$ cat config.mk
export PLATFORM = sky130hd
export DESIGN_NAME = can_txmb_arb
export DESIGN_NICKNAME = d
export VERILOG_FILES = /design/src/rtl/can_txmb_pkg.sv /design/src/rtl/can_txmb_tree.sv /design/src/rtl/can_txmb_regs.sv /design/src/rtl/can_txmb_arb.sv
export SDC_FILE = /design/constraint.sdc
export NUM_CORES = 1
export LEC_CHECK = 0
export BUFFER_PORTS_ARGS = -buffer_cell sky130_fd_sc_hd__buf_2
export CELL_PAD_IN_SITES_DETAIL_PLACEMENT = 0
export CELL_PAD_IN_SITES_GLOBAL_PLACEMENT = 1
export CORE_ASPECT_RATIO = 1.1
export CORE_MARGIN = 10
export CORE_UTILIZATION = 25
export DETAILED_ROUTE_END_ITERATION = 10
export PLACE_DENSITY_LB_ADDON = 0.1
export SETUP_SLACK_MARGIN = 0.02
export SYNTH_ARGS = -nofsm -noshare
export SYNTH_HDL_FRONTEND = slang
export SYNTH_SLANG_ARGS = --single-unit
$ cat constraint.sdc
create_clock -name clk -period 9.6 [get_ports clk]
set_input_delay 0.96 -clock clk [delete_from_list [all_inputs] [get_ports clk]]
set_output_delay 0.96 -clock clk [all_outputs]
set_load 0.05 [all_outputs]
$ cat src/rtl/can_txmb_pkg.sv
package can_txmb_pkg;
   localparam int MBX_N  = 32;
   localparam int PRIO_W = 6;
   localparam int IDX_W  = $clog2(MBX_N);

   typedef struct packed {
      logic              vld;
      logic [PRIO_W-1:0] prio;
      logic [IDX_W-1:0]  idx;
   } cand_t;

   typedef enum logic {ST_IDLE = 1'b0, ST_SEND = 1'b1} tx_st_e;

   // hi always covers higher mailbox numbers than lo; equal priority favours hi
   function automatic cand_t cand_pick(cand_t lo, cand_t hi);
      if (!hi.vld) return lo;
      if (!lo.vld) return hi;
      if (hi.prio >= lo.prio) return hi;
      return lo;
   endfunction
endpackage

$ cat src/rtl/can_txmb_tree.sv
module can_txmb_tree
   import can_txmb_pkg::*;
#(
   parameter int NUM_MBX = 32,
   parameter int PW      = 6,
   parameter int IW      = $clog2(NUM_MBX)
) (
   input  logic [NUM_MBX-1:0]    elig,
   input  logic [NUM_MBX*PW-1:0] prio_flat,
   output logic                  win_vld,
   output logic [IW-1:0]         win_idx
);
   localparam int NODES = 2 * NUM_MBX - 1;

   cand_t node [NODES];

   genvar gi;
   generate
      for (gi = 0; gi < NUM_MBX; gi++) begin : g_leaf
         assign node[NUM_MBX-1+gi] = '{vld: elig[gi], prio: prio_flat[gi*PW +: PW], idx: IW'(gi)};
      end
      for (gi = 0; gi < NUM_MBX - 1; gi++) begin : g_node
         assign node[gi] = cand_pick(node[2*gi+1], node[2*gi+2]);
      end
   endgenerate

   assign win_vld = node[0].vld;
   assign win_idx = node[0].idx;
endmodule

$ cat src/rtl/can_txmb_regs.sv
module can_txmb_regs #(
   parameter int NUM_MBX = 32,
   parameter int IW      = $clog2(NUM_MBX)
) (
   input  logic               clk,
   input  logic               rst_n,
   input  logic               set_wr,
   input  logic [NUM_MBX-1:0] set_data,
   input  logic               clr_wr,
   input  logic [NUM_MBX-1:0] clr_data,
   input  logic               done_pulse,
   input  logic [IW-1:0]      done_idx,
   output logic [NUM_MBX-1:0] req_q,
   output logic [NUM_MBX-1:0] ack_q
);
   logic [NUM_MBX-1:0] done_mask;
   logic [NUM_MBX-1:0] set_mask;
   logic [NUM_MBX-1:0] clr_mask;

   genvar gb;
   generate
      for (gb = 0; gb < NUM_MBX; gb++) begin : g_dec
         assign done_mask[gb] = done_pulse && (done_idx == IW'(gb));
      end
   endgenerate

   assign set_mask = set_wr ? set_data : '0;
   assign clr_mask = clr_wr ? clr_data : '0;

   always_ff @(posedge clk) begin
      if (!rst_n) begin
         req_q <= '0;
         ack_q <= '0;
      end else begin
         req_q <= (req_q & ~done_mask) | set_mask;
         ack_q <= (ack_q & ~clr_mask) | done_mask;
      end
   end
endmodule

$ cat src/rtl/can_txmb_arb.sv
module can_txmb_arb
   import can_txmb_pkg::*;
#(
   parameter int NUM_MBX = 32,
   parameter int PRIO_W  = 6,
   parameter int IDX_W   = $clog2(NUM_MBX)
) (
   input  logic                      clk,
   input  logic                      rst_n,
   input  logic [NUM_MBX-1:0]        mbx_en,
   input  logic [NUM_MBX-1:0]        mbx_dir,
   input  logic [NUM_MBX-1:0]        mbx_int_en,
   input  logic [NUM_MBX*PRIO_W-1:0] mbx_prio,
   input  logic                      req_set_wr,
   input  logic [NUM_MBX-1:0]        req_set_data,
   input  logic                      ack_clr_wr,
   input  logic [NUM_MBX-1:0]        ack_clr_data,
   input  logic                      tx_done,
   input  logic                      tx_err,
   output logic                      tx_active,
   output logic [IDX_W-1:0]          tx_index,
   output logic                      sel_valid,
   output logic [IDX_W-1:0]          sel_index,
   output logic [NUM_MBX-1:0]        req_vec,
   output logic [NUM_MBX-1:0]        ack_vec,
   output logic                      mbx_irq
);
   generate
      if (NUM_MBX != (1 << IDX_W)) begin : g_bad_n
         $error("NUM_MBX must be a power of two matching IDX_W");
      end
      if (NUM_MBX != MBX_N || PRIO_W != can_txmb_pkg::PRIO_W) begin : g_bad_pkg
         $error("parameters must match the shared candidate type");
      end
   endgenerate

   tx_st_e             st_q;
   logic [IDX_W-1:0]   cur_idx_q;
   logic [NUM_MBX-1:0] req_q;
   logic [NUM_MBX-1:0] ack_q;
   logic [NUM_MBX-1:0] elig;
   logic               win_vld;
   logic [IDX_W-1:0]   win_idx;
   logic               done_pulse;

   assign elig       = mbx_en & ~mbx_dir & req_q;
   assign done_pulse = (st_q == ST_SEND) && tx_done;

   can_txmb_regs #(.NUM_MBX(NUM_MBX), .IW(IDX_W)) u_regs (
      .clk        (clk),
      .rst_n      (rst_n),
      .set_wr     (req_set_wr),
      .set_data   (req_set_data),
      .clr_wr     (ack_clr_wr),
      .clr_data   (ack_clr_data),
      .done_pulse (done_pulse),
      .done_idx   (cur_idx_q),
      .req_q      (req_q),
      .ack_q      (ack_q)
   );

   can_txmb_tree #(.NUM_MBX(NUM_MBX), .PW(PRIO_W), .IW(IDX_W)) u_tree (
      .elig      (elig),
      .prio_flat (mbx_prio),
      .win_vld   (win_vld),
      .win_idx   (win_idx)
   );

   always_ff @(posedge clk) begin
      if (!rst_n) begin
         st_q      <= ST_IDLE;
         cur_idx_q <= '0;
      end else begin
         case (st_q)
            ST_IDLE: if (win_vld) begin
               st_q      <= ST_SEND;
               cur_idx_q <= win_idx;
            end
            ST_SEND: if (tx_done || tx_err) st_q <= ST_IDLE;
            default: st_q <= ST_IDLE;
         endcase
      end
   end

   assign tx_active = (st_q == ST_SEND);
   assign tx_index  = cur_idx_q;
   assign sel_valid = tx_active ? 1'b1 : win_vld;
   assign sel_index = tx_active ? cur_idx_q : win_idx;
   assign req_vec   = req_q;
   assign ack_vec   = ack_q;
   assign mbx_irq   = |(ack_q & mbx_int_en);
endmodule

==> results.toml, run 1 <==
[run_status]
status = "finished clean"

[hold_path]
whs_endpoint = "u_regs.req_q[1]"
min_path_type = "flop to flop"
hold_depth = 2
hp-start = "u_regs.req_q[1]"

[placement]
hpwl_um = 40850
dp_slack_ns = -0.3507
numPortBuffers = 434
gp_congestion = 0.8411

[finish]
drive_gt1_frac = 0.4251
fin_util = 0.3855
area_growth_pct = 52.74
nets = 2416
n_antenna_cell = 0

[floorplan]
ios = 435
fp.dieH_um = 231.2
rows = 77
die-width_um = 212.0
core_mm2 = 0.04017
die-area_mm2 = 0.04902
start_util = 0.2524

[power_and_ir_drop]
ir_drop_mv = 0.07732
p_leak_nw = 8.232
p_per_area_mw_per_mm2 = 104.7

[sta]
fin_crit_sh = 0.9669
finClkSkew_ns = 0.008400
setup_tns_ns = 0
holdWs_ns = 0.4915
fin_ws_ns = 0.3180
fin_crit_ns = 9.282
finalSetupViolations = 0
worstMarginPinSlew_ns = 0.8203
relSlewSlack = 0.4531
fmax_mhz = 107.7
final_hold_viol_count = 0
slew_violations = 0

[worst_setup_path]
cp_top_family = "compound AO/OA/AOI/OAI gates"
start_kind = "primary input"
crit_top_cell = "buf_4"
crit_path_end_kind = "output port"
critical_path_class = "primary input to output port"
crit_arrival_ns = 8.32
crit_slowest_cell = "mux2_2"
worst-path-buf-inv = 9
reg2reg_depth = 36
reg2reg_from = "u_regs.req_q[24]"
reg2reg_to = "tx_index[0]"
crit_path_max_incr_delay_ns = 0.40
worst-path-max-fanout = 5
critPathRequiredTime_ns = 8.64
ff2ff_setup_slack_ns = 2.34

[global_routing]
grt_pass1_wl_um = 68730
grt.total_usage = 0.1812
grt_max_degree = 57
grt_pass1_vias = 11890
grt_overflow = 0
antenna_found_initial = 9

[drt]
vias = 11310
drtPass1Iterations = 4
drc = 0
vias_per_cell = 4.733
wl_um = 47640
wl_per_cell_um = 19.93
ant_nets = 0
first_iter_violations = 356

[cts]
clk_pin_slew_worst_paths_ns = 0.06
htree_levels = 3
cts-root-buf = "clkbuf_16"
cts_buffers = 9
cts.path.max_buffers = 2
cts_hold_buf = 0
cts_sinks = 70
cts_tree = "yes"
clock_latency_ns = 0.35

[synth]
synth_edf_count = 0
async_reset_ff_frac = 0
synthesis.nets = 1849
ys_dominant_reg_cell = "dfxtp_1"
synth_largest_area_cell = "ha_1"
ys_types = 68
netlist_top_cells_count = "inv_1, ha_1, mux2i_1"
seq_area_frac_synth = 0.1382
yosys-top-cells-area = "ha_1, mux2i_1, dfxtp_1"
yosysTopAreaCellShare = 0.2295
syn_area_mm2 = 0.01014
syn_avg_cell_area_um2 = 7.770
synth_seq_cells = 70
synth_warnings = 0
syn_inst = 1305
synth.most_common_cell = "inv_1"

[run]
max-cap-violations = 0
==> placed cells by master (no fill, tap or decap), drive strengths merged, types with 3 or more instances in the layout <==
cell and count:
buf 589, inv 190, ha 186, mux2i 167, nand2 117, a21oi 106
nor2 104, dfxtp 70, o21ai 61, nand2b 40, nand3b 30, mux2 20
nor3 17, a211oi 16, a21o 14, nand4 12, a22oi 12, o21bai 11
clkbuf 11, a31oi 9, a2111oi 9, nand3 7, nor2b 7, o21a 6
o211ai 6, o22ai 6, a41oi 4, and3 4, a221oi 4, and2 4
a21boi 3, o221ai 3, o31ai 3, a22o 3, or3 3
==> state kept, by name (all words and copies together) (netlist names) <==
register,count
u_regs.ack_q,32
u_regs.req_q,32
tx_index,5
tx_active,1
==> metal layers <==
metal,track usage,vias to the layer above,share of wire
met3,0.04333,35,0.055
met2,0.3277,264,0.50
met4,0.01934,14,0.0064
met5,0,-,0.0019
met1,0.2176,5250,0.44
li1,-,5750,-
==> metrics by stage <==
step / area (µm²) / power, W / cells
6_report: 15490 / 0.001622 / 2390
5_1_grt: 15490 / 0.001731 / 2390
4_1_cts: 14040 / 0.001519 / 2338
3_5_place_dp: 13580 / 0.001124 / 2310
3_3_place_gp: 13580 / 0.001120 / 2310
2_1_floorplan: 10160 / 0.0007881 / 1305
==> power breakdown <==
group	internal [W]	switching, W
clock	0.000236	0.000144
combinational	0.000400	0.000498
sequential	0.000308	0.0000368
total	0.000943	0.000679
==> worst min-delay path: stages, from the launching register on <==
cell     delay [ns]
dfxtp_1        0.32
o21ai_0        0.07
a21oi_1        0.06
==> kinds of logic after synthesis <==
family	share of synthesized area
AOI/OAI and AO/OA	0.1920
adders and majority gates	0.2295
buffers and inverters	0.08317
DFF	0.1382
muxes	0.1882
and+or+nand+nor	0.1689
==> worst max-delay path by stage <==
stage / start / to / cells past startpoint
after floorplan: mbx_prio[150] / sel_index[1] / 40
after global placement: mbx_prio[180] / sel_index[2] / 40
after detailed placement: mbx_prio[12] / sel_index[2] / 39
after CTS: mbx_prio[24] / sel_index[0] / 38
after global routing: mbx_prio[174] / sel_index[3] / 42
final: mbx_prio[138] / sel_index[3] / 39
==> what timing repair did <==
action | in CTS | in global routing
pin swaps | 6 | 45
setup buffers | 12 | 52
setup endpoints to repair | 5 | 5
gates resized for setup | 15 | 204
==> cell type report <==
| cell class | instances | area (µm²) |
|---|---|---|
| fill | 4296 | 24690 |
| tap | 513 | 641.9 |
| multi-input combinational | 1013 | 8956 |
| sequential | 70 | 1401 |
| inverter | 189 | 709.4 |
| timing repair buffer | 589 | 3455 |
| clock buffer | 11 | 242.7 |
| clock inverter | 5 | 81.33 |
(Power assumes the default switching activity.)
==> run 2, diff against run 1 <==
SYNTH_HIERARCHICAL = 1   (was not set)
==> run 2 against run 1 <==
The flow now finishes with violations (setup timing). Clock skew shrank 0.00057 ns. Non-clock buffer count grew 126. Final cell count grew 11%. Die area grew 7.7%. Maximum frequency shrank 7.6%. Core utilization grew 0.15 points. Sequential power shrank 2%. Largest power group unchanged. Highest routed layer unchanged.
==> results.toml, run 2 <==
[worst_setup_path]
start_kind = "primary input"
crit_path_end_kind = "output port"
critPathRequiredTime_ns = 8.64
ff2ff_setup_slack_ns = 1.34
reg2reg_from = "u_regs/req_q[0]"
reg2reg_to = "tx_index[1]"
reg2reg_depth = 45
crit_top_cell = "a21o_1"
critical_path_class = "primary input to output port"
crit_arrival_ns = 9.09
crit_slowest_cell = "or3_4"
crit_path_max_incr_delay_ns = 0.40
worst-path-max-fanout = 6

[run_status]
violations = "setup timing"
status = "complete, but fails checks"

[finish]
seq_area_mm2 = 0.001401
final.fill_count = 4675
multi_input_area_mm2 = 0.009288
nets = 2610
stdcell_count = 2658
mostFrequentLayoutCells = "buf_2, buf_4, inv_1"
mostFrequentLayoutCell = "buf_2"
area_growth_pct = 52.79
drive_gt1_frac = 0.4339
fin_util = 0.3870

[power_and_ir_drop]
swShare = 0.4241
p_per_area_mw_per_mm2 = 103.3
internal_power_w = 0.001000
p_leak_nw = 8.917
total_power_w = 0.001737
pwr-share-comb = 0.603
ir_drop_mv = 0.08563
pwr-share-seq = 0.195
p_clk_frac = 0.202
power.switching_w = 0.0007367

[hold_path]
min_path_type = "flop to flop"
hp-start = "u_regs/ack_q[15]"
whs_endpoint = "u_regs/ack_q[15]"
hold_depth = 1

[floorplan]
die-area_mm2 = 0.05282
ios = 435
die-width_um = 220.0
core_mm2 = 0.04344
fp.dieH_um = 240.0
start_util = 0.2533
rows = 80

[global_routing]
grt_pass1_wl_um = 76920
grt_pass1_vias = 13670
grt.total_usage = 0.1857
antenna_found_initial = 11
grt_max_degree = 65
grt_overflow = 0

[cts]
htree_levels = 3
clock_latency_ns = 0.34
cts_tree = "yes"
clk_pin_slew_worst_paths_ns = 0.07
cts.path.max_buffers = 2
cts_sinks = 70
cts_buffers = 9
cts-root-buf = "clkbuf_16"

[sta]
fin_crit_ns = 10.05
finalSetupViolations = 5
relSlewSlack = 0.2008
rsz0062_at_grt = "yes"
fin_crit_sh = 1.047
worstMarginPinSlew_ns = 1.199
fin_ws_ns = -0.4498
final_hold_viol_count = 0
slew_violations = 0
finClkSkew_ns = 0.007835
fmax_mhz = 99.50

[synth]
yosysTopAreaCellShare = 0.2001
yosys-top-cells-area = "ha_1, dfxtp_1, mux2i_1"
syn_inst = 1392
syn_area_mm2 = 0.01100
synth_seq_cells = 70
ys_types = 92
netlist_top_cells_count = "inv_1, ha_1, mux2i_1"
syn_avg_cell_area_um2 = 7.905
synth_edf_count = 0
async_reset_ff_frac = 0
synth_largest_area_cell = "ha_1"
synthesis.nets = 1926
synth.most_common_cell = "inv_1"
seq_area_frac_synth = 0.1273
synth_warnings = 6
ys_dominant_reg_cell = "dfxtp_1"

[placement]
gp_congestion = 0.8581
numPortBuffers = 434
placed_cells = 2609
dp_slack_ns = -0.6962
hpwl_um = 44030

[drt]
first_iter_violations = 431
vias_per_cell = 4.784
ant_nets = 0
vias = 12720
drtPass1Iterations = 5
drc = 0
wl_per_cell_um = 19.24
wl_um = 51130

[run]
max-cap-violations = 0
-- run 2: worst max-delay path by stage --
stage | from | end
final | mbx_prio[26] | sel_index[1]
after global routing | mbx_prio[4] | sel_index[1]
after CTS | mbx_prio[38] | sel_index[2]
after detailed placement | mbx_prio[14] | sel_index[2]
after global placement | mbx_prio[53] | sel_index[2]
after floorplan | mbx_prio[32] | sel_index[0]
-- run 2: critical path: cells and delay by family --
family          cells  cell delay [ns]
compound gates     19             3.34
fa+ha+maj           5             1.15
buf+inv             9             1.11
mux                 5             1.19
simple gates        8             1.34
-- run 2: area by class of cell --
cell class	count	area share
Clock inverter	6	0.004167
Timing Repair Buffer	715	0.2612
Antenna cell	3	0.0004465
Clock buffer	10	0.01362
Multi-Input combinational cell	1094	0.5524
Inverter	186	0.04212
Sequential cell	70	0.08335
Tap cell	574	0.04271
-- run 2: power groups by stage --
stage                     Clock [W]  Sequential (W)  Combinational (W)
after floorplan                   0        0.000385           0.000497
after global placement            0        0.000345           0.000933
after detailed placement          0        0.000346           0.000943
after global routing       0.000373        0.000342            0.00115
after CTS                  0.000361        0.000340            0.00101
final                      0.000350        0.000339            0.00105
-- run 2: per-layer routing --
layer  track usage  wire length, µm  up-vias
met5             0               89        -
met4       0.04070              964       16
met3       0.04023             2696       61
met2        0.3326            25380      321
met1        0.2206            22000     5860
li1              -                -     6457
-- run 2: logic make-up (layout without fill, tap and decap cells) --
logic type / after synthesis / count (layout) / synth area share
other: 0 / 3 / 0
multiplexers: 164 / 164 / 0.1530
adder cells (fa/ha/maj): 180 / 180 / 0.2040
flip-flops: 70 / 70 / 0.1273
AND/OR/NAND/NOR: 382 / 382 / 0.1709
AO/OA/AOI/OAI: 367 / 368 / 0.2600
buffers and inverters: 229 / 917 / 0.08471
-- run 2: per-stage QoR --
stage	area (µm²)	setup TNS, ns	hold WS, ns
3_3_place_gp	15740	-1.623	0.5043
5_1_grt	16810	-3.859	0.5451
3_5_place_dp	15740	-3.054	0.5153
2_1_floorplan	11140	-0.1419	0.7482
6_report	16810	-1.920	0.5337
4_1_cts	16390	-1.507	0.5312
-- run 2: what timing repair did --
action | CTS | global route
setup endpoints to repair | 5 | 5
endpoints found under the hold margin | 0 | 0
cloned | 1 | 0
gates resized for setup | 43 | 63
hold buffers | 0 | 0
pin swaps | 22 | 18
buffers inserted | 18 | 11
